File: config.mk
export PLATFORM = sky130hd
export DESIGN_NAME = seg_link_ctrl
export DESIGN_NICKNAME = d
export VERILOG_FILES = /design/src/rtl/seg_link_pkg.sv /design/src/rtl/seg_sync.sv /design/src/rtl/seg_side_mon.sv /design/src/rtl/seg_line_relay.sv /design/src/rtl/seg_link_ctrl.sv
export SDC_FILE = /design/constraint.sdc
export NUM_CORES = 1
export LEC_CHECK = 0
export ABC_CLOCK_PERIOD_IN_PS = 2600
export CAP_MARGIN = 10
export CORE_MARGIN = 2
export CORE_UTILIZATION = 58
export CTS_BUF_LIST = sky130_fd_sc_hd__clkbuf_8 sky130_fd_sc_hd__clkbuf_16
export CTS_CLUSTER_SIZE = 20
export DETAILED_ROUTE_END_ITERATION = 6
export GPL_ROUTABILITY_DRIVEN = 0
export PLACE_DENSITY_LB_ADDON = 0.3
export SLEW_MARGIN = 5
export SYNTH_ARGS = -nofsm -noshare
export SYNTH_HDL_FRONTEND = slang
export SYNTH_HIERARCHICAL = 1
export SYNTH_SLANG_ARGS = --single-unit
export TNS_END_PERCENT = 20
File: constraint.sdc
create_clock -name clk -period 2.6 [get_ports clk]
set_input_delay 0.39 -clock clk [delete_from_list [all_inputs] [get_ports clk]]
set_output_delay 0.39 -clock clk [all_outputs]
set_load 0.005 [all_outputs]
File: src/rtl/seg_link_pkg.sv
package seg_link_pkg;

  // Per-line relay state: which side first drove the low
  typedef enum logic [1:0] {
    RL_FREE   = 2'd0,
    RL_UPLOW  = 2'd1,
    RL_DNLOW  = 2'd2,
    RL_SETTLE = 2'd3
  } relay_st_e;

  localparam int NUM_SIDES = 2;
  localparam int NUM_LINES = 2;

endpackage

File: src/rtl/seg_sync.sv
module seg_sync #(
  parameter int W      = 4,
  parameter int STAGES = 2
) (
  input  logic         clk,
  input  logic         rst_n,
  input  logic [W-1:0] d,
  output logic [W-1:0] q
);

  logic [W-1:0] stage_q [STAGES];

  generate
    for (genvar g = 0; g < STAGES; g++) begin : g_stage
      if (g == 0) begin : g_first
        always_ff @(posedge clk or negedge rst_n) begin
          if (!rst_n) stage_q[g] <= '1;
          else        stage_q[g] <= d;
        end
      end else begin : g_next
        always_ff @(posedge clk or negedge rst_n) begin
          if (!rst_n) stage_q[g] <= '1;
          else        stage_q[g] <= stage_q[g-1];
        end
      end
    end
  endgenerate

  assign q = stage_q[STAGES-1];

endmodule

File: src/rtl/seg_side_mon.sv
module seg_side_mon #(
  parameter int IDLE_CYCLES = 64
) (
  input  logic clk,
  input  logic rst_n,
  input  logic mon_en,
  input  logic sda,
  input  logic scl,
  output logic done
);

  localparam int CW = $clog2(IDLE_CYCLES + 1);

  logic          sda_prev_q, scl_prev_q;
  logic [CW-1:0] idle_cnt_q, idle_cnt_d;
  logic          done_q, done_d;
  logic          stop_seen, start_seen, idle_full, cnt_en;

  assign stop_seen  = scl && scl_prev_q && sda && !sda_prev_q;
  assign start_seen = scl && scl_prev_q && !sda && sda_prev_q;
  assign idle_full  = (idle_cnt_q == CW'(IDLE_CYCLES));
  assign cnt_en     = mon_en && sda && scl && !idle_full;

  always_comb begin
    idle_cnt_d = idle_cnt_q;
    if (!mon_en || !sda || !scl) idle_cnt_d = '0;
    else if (cnt_en)             idle_cnt_d = idle_cnt_q + CW'(1);
  end

  always_comb begin
    done_d = done_q;
    if (!mon_en)                    done_d = 1'b0;
    else if (start_seen)            done_d = 1'b0;
    else if (stop_seen || idle_full) done_d = 1'b1;
  end

  always_ff @(posedge clk or negedge rst_n) begin
    if (!rst_n) begin
      sda_prev_q <= 1'b1;
      scl_prev_q <= 1'b1;
      idle_cnt_q <= '0;
      done_q     <= 1'b0;
    end else begin
      sda_prev_q <= sda;
      scl_prev_q <= scl;
      idle_cnt_q <= idle_cnt_d;
      done_q     <= done_d;
    end
  end

  assign done = done_q;

endmodule

File: src/rtl/seg_line_relay.sv
module seg_line_relay
  import seg_link_pkg::*;
#(
  parameter int SYNC_STAGES = 2
) (
  input  logic clk,
  input  logic rst_n,
  input  logic link,
  input  logic up_lvl,
  input  logic dn_lvl,
  output logic up_pd,
  output logic dn_pd
);

  localparam int SETTLE_CYC = SYNC_STAGES + 1;
  localparam int CW         = $clog2(SETTLE_CYC + 1);

  relay_st_e     st_q, st_d;
  logic [CW-1:0] cnt_q, cnt_d;

  always_comb begin
    st_d  = st_q;
    cnt_d = cnt_q;
    if (!link) begin
      st_d  = RL_FREE;
      cnt_d = '0;
    end else begin
      case (st_q)
        RL_FREE: begin
          if (!up_lvl)      st_d = RL_UPLOW;
          else if (!dn_lvl) st_d = RL_DNLOW;
        end
        RL_UPLOW: begin
          if (up_lvl) begin
            st_d  = RL_SETTLE;
            cnt_d = CW'(SETTLE_CYC);
          end
        end
        RL_DNLOW: begin
          if (dn_lvl) begin
            st_d  = RL_SETTLE;
            cnt_d = CW'(SETTLE_CYC);
          end
        end
        default: begin
          if (cnt_q <= CW'(1)) begin
            st_d  = RL_FREE;
            cnt_d = '0;
          end else begin
            cnt_d = cnt_q - CW'(1);
          end
        end
      endcase
    end
  end

  always_ff @(posedge clk or negedge rst_n) begin
    if (!rst_n) begin
      st_q  <= RL_FREE;
      cnt_q <= '0;
    end else begin
      st_q  <= st_d;
      cnt_q <= cnt_d;
    end
  end

  assign dn_pd = (st_q == RL_UPLOW);
  assign up_pd = (st_q == RL_DNLOW);

endmodule

File: src/rtl/seg_link_ctrl.sv
module seg_link_ctrl
  import seg_link_pkg::*;
#(
  parameter int IDLE_CYCLES = 64,
  parameter int SYNC_STAGES = 2
) (
  input  logic clk,
  input  logic rst_n,
  input  logic pwr_good,
  input  logic enable,
  input  logic fault_disc,
  input  logic up_sda_i,
  input  logic up_scl_i,
  input  logic dn_sda_i,
  input  logic dn_scl_i,
  output logic up_sda_pd,
  output logic up_scl_pd,
  output logic dn_sda_pd,
  output logic dn_scl_pd,
  output logic rdy_pd
);

  localparam int NW = NUM_SIDES * NUM_LINES;

  logic [1:0]           rst_pipe_q;
  logic                 srst_n;
  logic [NW-1:0]        raw_lvl, lvl;
  logic [NUM_SIDES-1:0] side_done;
  logic [NUM_LINES-1:0] up_drv, dn_drv;
  logic                 armed, mon_en, link_q, link_d;

  // reset: asserted asynchronously, released on a clock edge
  always_ff @(posedge clk or negedge rst_n) begin
    if (!rst_n) rst_pipe_q <= 2'b00;
    else        rst_pipe_q <= {rst_pipe_q[0], 1'b1};
  end
  assign srst_n = rst_pipe_q[1];

  // index: 0 up SDA, 1 up SCL, 2 dn SDA, 3 dn SCL
  assign raw_lvl = {dn_scl_i, dn_sda_i, up_scl_i, up_sda_i};

  seg_sync #(.W(NW), .STAGES(SYNC_STAGES)) u_sync (
    .clk   (clk),
    .rst_n (srst_n),
    .d     (raw_lvl),
    .q     (lvl)
  );

  assign armed  = pwr_good && enable && !fault_disc;
  assign mon_en = armed && !link_q;

  generate
    for (genvar s = 0; s < NUM_SIDES; s++) begin : g_side
      seg_side_mon #(.IDLE_CYCLES(IDLE_CYCLES)) u_mon (
        .clk    (clk),
        .rst_n  (srst_n),
        .mon_en (mon_en),
        .sda    (lvl[2*s]),
        .scl    (lvl[2*s+1]),
        .done   (side_done[s])
      );
    end

    for (genvar l = 0; l < NUM_LINES; l++) begin : g_line
      seg_line_relay #(.SYNC_STAGES(SYNC_STAGES)) u_relay (
        .clk    (clk),
        .rst_n  (srst_n),
        .link   (link_q),
        .up_lvl (lvl[l]),
        .dn_lvl (lvl[NUM_LINES+l]),
        .up_pd  (up_drv[l]),
        .dn_pd  (dn_drv[l])
      );
    end
  endgenerate

  always_comb begin
    link_d = link_q;
    if (!armed)          link_d = 1'b0;
    else if (&side_done) link_d = 1'b1;
  end

  always_ff @(posedge clk or negedge srst_n) begin
    if (!srst_n) link_q <= 1'b0;
    else         link_q <= link_d;
  end

  assign up_sda_pd = up_drv[0] && link_q;
  assign up_scl_pd = up_drv[1] && link_q;
  assign dn_sda_pd = dn_drv[0] && link_q;
  assign dn_scl_pd = dn_drv[1] && link_q;
  assign rdy_pd    = pwr_good && !link_q;

endmodule

Yosys cells after proc, flatten, opt, wreduce, memory -nomap -nowiden
Cells that the tools add are included.
{"block": "word_totals", "regBits": 39, "inputBits": 9, "out_inout_bits": 5, "word_cells": 123}
{"block": "classes", "addsub": 4, "magnitude_cmp": 2, "n_eq_ne": 19, "muxes": 32, "reduce_logical": 50}
{"cell": "$mux W2", "n": 16}
{"cell": "$mux W7", "n": 4}
{"cell": "$logic_and A1 B1 Y1", "n": 24}
{"cell": "$pmux W2 S3", "n": 4}
{"cell": "$ne A3 B3 Y1 const B", "n": 5}
{"cell": "$add A7 B1 Y7 const B", "n": 2}
{"cell": "$eq A7 B7 Y1 const B", "n": 2}
{"cell": "$logic_not A1 Y1", "n": 11}
{"cell": "$ne A5 B1 Y1 const B", "n": 2}
{"cell": "$mux W1", "n": 8}
{"cell": "$ne A4 B4 Y1 const B", "n": 2}
{"cell": "$reduce_and A4 Y1", "n": 2}
{"cell": "$logic_or A1 B1 Y1", "n": 6}
{"cell": "$reduce_and A3 Y1", "n": 2}
{"cell": "$eq A2 B1 Y1 const B", "n": 2}
{"cell": "$eq A2 B2 Y1 const B", "n": 2}
{"cell": "$le A2 B1 Y1 const B", "n": 2}
{"cell": "$logic_not A2 Y1", "n": 2}
{"cell": "$ne A2 B2 Y1 const B", "n": 2}
{"cell": "$reduce_bool A2 Y1", "n": 2}
{"cell": "$sub A2 B1 Y2 const B", "n": 2}
{"cell": "$ne A3 B1 Y1 const B", "n": 1}
{"cell": "$ne A2 B1 Y1 const B", "n": 1}
{"cell": "$reduce_and A2 Y1", "n": 1}

Depth between registers and ports, before layout
Gate-level depths: netlist (run 1).
{"block": "logic_depth", "ltp_word": 8, "mapped_depth": 5, "mapped_depth_nobuf": 5}

Modules after synthesis
Netlist (run 1), hierarchy kept.
{"mod": "seg_side_mon", "n_inst": 2, "cells_per_inst": 52, "area_per_inst_um2": 520.5, "seq_area_each_um2": 252.7}
{"mod": "seg_line_relay", "n_inst": 2, "cells_per_inst": 33, "area_per_inst_um2": 309.0, "seq_area_each_um2": 100.1}
{"mod": "seg_sync", "n_inst": 1, "cells_per_inst": 12, "area_per_inst_um2": 240.2, "seq_area_each_um2": 210.2}
{"mod": "seg_link_ctrl", "n_inst": 1, "cells_per_inst": 13, "area_per_inst_um2": 130.1, "seq_area_each_um2": 75.1}

Worst setup path after synthesis (run 1)
Ideal clock, no wire load.
{"block": "synth_path", "path_type": "register -> register", "startpoint": "register g_line[0].u_relay.st_q[0]", "endpoint": "register g_line[0].u_relay.st_q[0]", "setup_time_ns": 0.126, "arrival_ns": 1.465, "required_ns": 2.474, "path_slack_ns": 1.009, "stages_incl_launch_ff": 6, "path_buffers": 0, "period_less_slack_ns": 1.591, "cell_sequence": "dfrtp_1 > inv_1 > ha_1 > and3_1 > or4_4 > mux2i_1"}
{"block": "synth_via", "elab_chain_cells": 3, "word_cells_on_any_way": 10, "cone_classes": "eq/ne: 6; mux: 2; reduce/logical: 2"}
{"item": "start, declared", "line": "seg_line_relay.sv:18", "rtl": "relay_st_e st_q, st_d;"}
{"item": "start signal, assigned", "line": "seg_line_relay.sv:62", "rtl": "st_q <= st_d;"}
{"item": "$eq A2 B1 Y1 (tied with other cells)", "line": "seg_line_relay.sv:28", "rtl": "case (st_q)"}
{"item": "$ne A5 B1 Y1 (no line) (tied with other cells)"}
{"item": "$reduce_and A4 Y1 (no line) or $mux W2 (tied branches)"}
Parallel ways exist; a longest one is shown, timed or not.
A chain may end at the register's enable or synchronous reset.

Worst setup path after layout (run 1)
{"block": "layout_path", "startpoint": "register link_q", "endpoint": "output port up_scl_pd"}
{"block": "layout_via", "elab_chain_cells": 1}
{"item": "start, declared", "line": "seg_link_ctrl.sv:30", "rtl": "logic armed, mon_en, link_q, link_d;"}
{"item": "start signal, assigned", "line": "seg_link_ctrl.sv:85", "rtl": "else link_q <= link_d;"}
{"item": "$logic_and A1 B1 Y1", "line": "seg_link_ctrl.sv:89", "rtl": "assign up_scl_pd = up_drv[1] && link_q;"}
{"item": "end, declared", "line": "seg_link_ctrl.sv:17", "rtl": "output logic up_scl_pd,"}
Every way passes these cells.

==> results of run 1 <==
-- cells in the mapped netlist, drive strengths merged --
master,n,area [um^2]
or4,4,45.04
mux2i,4,40.04
nor4,4,37.53
xor2,4,35.03
a211oi,4,40.03
nor3,4,30.03
a21oi,11,55.05
nor3b,2,15.01
or2b,2,15.01
o22ai,4,25.02
and3b,2,17.52
conb,1,3.750
or3,6,37.54
dfstp,12,315.3
and2,6,37.54
and2b,4,37.54
inv,10,37.54
buf,4,30.03
and3,2,12.51
o31ai,2,15.01
nand3b,1,7.510
nor2b,9,56.30
dfrtp,27,675.7
o311a,2,20.02
nor2,8,30.03
a21o,2,15.01
ha,12,150.1
nand2,20,75.07
nand3,12,60.06
o21ai,10,57.56
-- registers in the layout, indices dropped and copies added (netlist names), 4 cells and up --
name	flops
g_line.u_relay/cnt_q	4
g_line.u_relay/st_q	4
g_side.u_mon/idle_cnt_q	14
u_sync/q	4
u_sync/stage_q	4
-- through the flow --
step / hold slack, ps / worst slack [ps] / cell area (um^2) / util / std cells
2_1_floorplan: 94.41 / 1009 / 2029 / - / 195
3_3_place_gp: 292.9 / 660.7 / 2195 / 0.6577 / 251
3_5_place_dp: 305.4 / 641.2 / 2195 / 0.6577 / 251
4_1_cts: 260.3 / 530.6 / 2276 / 0.6820 / 259
5_1_grt: 261.4 / 466.6 / 2276 / 0.6820 / 259
6_report: 268.1 / 548.6 / 2276 / 0.6820 / 259
-- cell type report --
cell class / count / area share
clock buffer: 5 / 0.03024
sequential: 39 / 0.4354
inverter: 10 / 0.01649
timing repair buffer: 14 / 0.06047
multi-input combinational: 142 / 0.4266
tap: 46 / 0.02529
clock inverter: 3 / 0.005498
-- report_power, final --
part           leakage [nW]  internal (mW)  switching (mW)
logic                 0.390         0.0231          0.0220
clock network        0.0505          0.180           0.190
registers             0.499          0.626         0.00907
total                 0.940          0.829           0.221
-- worst max-delay path by stage --
stage | slack (ps) | depth (start not counted) | endpoint
final | 550 | 2 | up_scl_pd
after global routing | 470 | 2 | dn_scl_pd
after CTS | 530 | 2 | up_sda_pd
after detailed placement | 640 | 5 | g_side[1].u_mon/idle_cnt_q[0]
after global placement | 660 | 3 | rdy_pd
after floorplan | 1010 | 5 | g_line[0].u_relay/st_q[0]
-- cell families after synthesis --
| group | count (synthesis) |
|---|---|
| mux | 4 |
| fa+ha+maj | 12 |
| buf+inv | 14 |
| xor+xnor | 4 |
| flops | 39 |
| simple gates | 86 |
| compound gates | 35 |
| other cells | 1 |
-- layer usage --
layer	up-vias	wire [um]	track usage	part of all wire
met5	-	0	0	0
met4	0	34	0.08056	0.0098
met3	6	136	0.04643	0.039
met2	33	1733	0.3391	0.50
met1	703	1552	0.2370	0.45
li1	717	-	-	-
==> flow_summary.yaml, run 1 <==
finish:
  final.fill_count: 253
  mostFrequentLayoutCells: "dfrtp_1, nand2_1, clkdlybuf4s50_1"
  final_common_cell: "dfrtp_1"
  multi_input_area_um2: 970.9
  antenna_cells: 0
  drive_above_1_share: 0.1643
  seqCellArea_um2: 991.0
  area_delta_synth_final_pct: 12.15
  fin_nets: 233
setup_path:
  r2r-start: "g_line[0].u_relay/st_q[0]"
  startpoint: "link_q"
  reg2reg_to: "g_line[0].u_relay/st_q[0]"
  endpoint_kind: "primary output"
  critPathArrivalTime_ps: 1660
  cp_data_required_time_ps: 2210
  cp_top_family: "flip-flops"
  critPathMaxStageDelay_ps: 670
  cp_cell_sequence: "and2_1, clkdlybuf4s50_1"
  critical_path_buf_inv_count: 1
  critPathSlowestCell: "dfrtp_1"
  rr_worst_depth: 5
  r2r_slack_ps: 870
  crit_type: "reg -> out"
  crit_path_start_kind: "flop"
  cp_max_fo: 19
synth:
  synth_nets: 216
  ys_ff_latch: 39
  synthAdderAreaFrac: 0.07398
  syn-cell-area_um2: 2029
  synth-compound-area-share: 0.1122
  syn_inst: 195
  synth_top_family_by_area: "simple AND/OR/NAND/NOR gates"
  synth_area_per_cell_um2: 10.41
  synth_xor_area_frac: 0.01726
  yosys_warnings: 6
  seq_area_frac_synth: 0.4883
  synth_cell_type_count: 36
  synth-simple-area-share: 0.2534
  synth.area.mux_share: 0.01973
placed_design:
  port_buffers: 13
  hpwl_mm: 2.471
timing:
  worst_slew_pin_slew_ps: 521.1
  max_freq_ghz: 0.4875
  fin_crit_sh: 0.7890
  skew_ps: 5.209
  setup-violations-final: 0
  drv_slew: 0
  finalSetupTns_ps: 0
  timing_hold_violations_final: 0
  grt_setup_unrepaired: "no"
  period_minus_slack_ps: 2051
  slew_headroom: 0.6526
global_route:
  grt_first_pass_wirelength_mm: 6.237
  grt_overflow: 0
  grt_max_degree: 38
  grt_pass1_vias: 1478
  track_usage: 0.1971
  antenna_found_initial: 0
route:
  first_pass_iters: 4
  drt_iter0_markers: 55
  drc: 0
  wl_per_cell_um: 13.34
  ant_nets: 0
  drt_wl_total_mm: 3.456
  vias: 1459
  viasPerCell: 5.633
die:
  rows: 21
  die_w_um: 63.15
  core-area_um2: 3337
  die-area_um2: 3988
  start_util: 0.6082
  die_h_um: 63.15
  ios: 14
cts:
  cts_tree: "done"
  post_cts_buffers: 0
  ctsLongestPathBuffers: 2
  worstSkewPairLatency_ps: 280
  htreeDepth: 2
  postCtsResizedCells: 0
  cts_root_buf: "clkbuf_8"
  cts_num_sinks: 39
  cts-buffers-inserted: 5
  path_clk_slew_ps: 70
  postCtsHoldBufs: 0
power_and_ir_drop:
  leakage_nw: 0.9395
  vdd_drop_max_uv: 395.6
  power_mw: 1.051
  powerDensity_nw_per_um2: 461.6
hold_path:
  hold_class: "in -> async"
status:
  status: "complete, no violations"
flow_run:
  cap_violations: 0
Power figures use the tool's default switching activity.
==> inputs of run 2 (changes only) <==
ABC_CLOCK_PERIOD_IN_PS = 2100   (was 2600)
clock period = 2.1 ns   (was 2.6 ns; I/O delays follow)
==> flow_summary.yaml, run 2 (same netlist as run 1, synthesis figures left out) <==
status:
  status: "complete, no violations"
finish:
  mostFrequentLayoutCells: "dfrtp_1, nand2_1, clkdlybuf4s50_1"
  final.fill_count: 262
  top_register: "g_side.u_mon/idle_cnt_q"
  drive_above_1_share: 0.1682
  largest_register_ffs: 14
  final_common_cell: "dfrtp_1"
  area_delta_synth_final_pct: 12.52
  antenna_cells: 0
  fin_nets: 234
power_and_ir_drop:
  leakage_nw: 0.9450
  powerDensity_nw_per_um2: 575.1
  power_mw: 1.313
  vdd_drop_max_uv: 430.6
die:
  start_util: 0.6082
  ios: 14
  die-area_um2: 3988
  die_h_um: 63.15
  rows: 21
  core-area_um2: 3337
  die_w_um: 63.15
setup_path:
  crit_type: "reg -> out"
  critical_path_buf_inv_count: 2
  critPathMaxStageDelay_ps: 490
  cp_data_required_time_ps: 1780
  critPathSlowestCell: "clkdlybuf4s50_1"
  cp_num_cells: 4
  critPathArrivalTime_ps: 1580
  rr_worst_depth: 5
  crit_path_start_kind: "flop"
  cp_top_family: "buffers and inverters"
  endpoint_kind: "primary output"
  cp_cell_sequence: "inv_1, ha_1, and2_1, clkdlybuf4s50_1"
  cp_max_fo: 4
timing:
  period_minus_slack_ps: 1899
  timing_hold_violations_final: 0
  finalSetupTns_ps: 0
  drv_slew: 0
  worst_slew_pin_slew_ps: 498.5
  fin_crit_sh: 0.9044
  slew_headroom: 0.6649
  max_freq_ghz: 0.5265
  grt_setup_unrepaired: "no"
  setup-violations-final: 0
  skew_ps: 10.25
  fin_hold_ws_ps: 179.7
global_route:
  grt_max_degree: 38
  antenna_found_initial: 0
  grt_pass1_vias: 1510
  grt_overflow: 0
  track_usage: 0.2091
  grt_first_pass_wirelength_mm: 6.437
route:
  drc: 0
  drt_wl_total_mm: 3.627
  drt_iter0_markers: 100
  ant_nets: 0
  vias: 1455
  first_pass_iters: 4
  viasPerCell: 5.596
  wl_per_cell_um: 13.95
cts:
  postCtsHoldBufs: 0
  cts_tree: "done"
  path_clk_slew_ps: 70
  htreeDepth: 2
  cts_num_sinks: 39
  cts-buffers-inserted: 5
  cts_root_buf: "clkbuf_8"
  worstSkewPairLatency_ps: 290
  post_cts_buffers: 0
  ctsLongestPathBuffers: 2
  postCtsResizedCells: 0
flow_run:
  cap_violations: 0
hold_path:
  hold_class: "in -> async"
placed_design:
  port_buffers: 13
  hpwl_mm: 2.579
## run 2: cell type report
class	instances	area (um^2)	share of cell area
inverters	10	37.54	0.01644
clock inverters	3	12.51	0.005479
well taps	46	57.56	0.02521
repair buffers	15	145.1	0.06356
flip-flops and latches	39	991.0	0.4340
multi-input cells	142	970.9	0.4252
clock buffers	5	68.82	0.03014
## run 2: worst paths after layout
| path | from | slack, ps | endpoint |
|---|---|---|---|
| setup / recovery | g_line[0].u_relay/st_q[0] | 200 | up_sda_pd |
| hold / removal | rst_n | 180 | rst_pipe_q[1] |
| setup reg to reg | g_line[0].u_relay/st_q[0] | 370 | g_line[0].u_relay/st_q[0] |
| hold reg to reg | rst_pipe_q[1] | 280 | g_side[0].u_mon/idle_cnt_q[4] |
| max in group asynchronous | rst_pipe_q[1] | 1460 | g_side[0].u_mon/scl_prev_q |
| min in group clk | u_sync/stage_q[6] | 360 | u_sync/q[2] |
## run 2: per-layer routing
metal	vias to the layer above	routed length [um]	track usage
li1	713	-	-
met1	713	1662	0.2515
met2	23	1796	0.3524
met3	6	116	0.03929
met4	0	51	0.1167
met5	-	0	0
## run 2: metrics by stage
stage,utilization,cells,area (um^2),setup slack [ps]
2_1_floorplan,-,195,2029,509.1
3_3_place_gp,0.6599,252,2202,288.6
3_5_place_dp,0.6599,252,2202,235.4
4_1_cts,0.6843,260,2283,185.8
5_1_grt,0.6843,260,2283,117.4
6_report,0.6843,260,2283,200.8
## run 2: report_power, final
| part | switching, mW | leakage [nW] | total (mW) | internal (mW) |
|---|---|---|---|---|
| Clock | 0.248 | 0.0505 | 0.472 | 0.223 |
| Sequential | 0.0118 | 0.499 | 0.787 | 0.775 |
| Combinational | 0.0262 | 0.396 | 0.0548 | 0.0285 |
| Total | 0.286 | 0.945 | 1.31 | 1.03 |
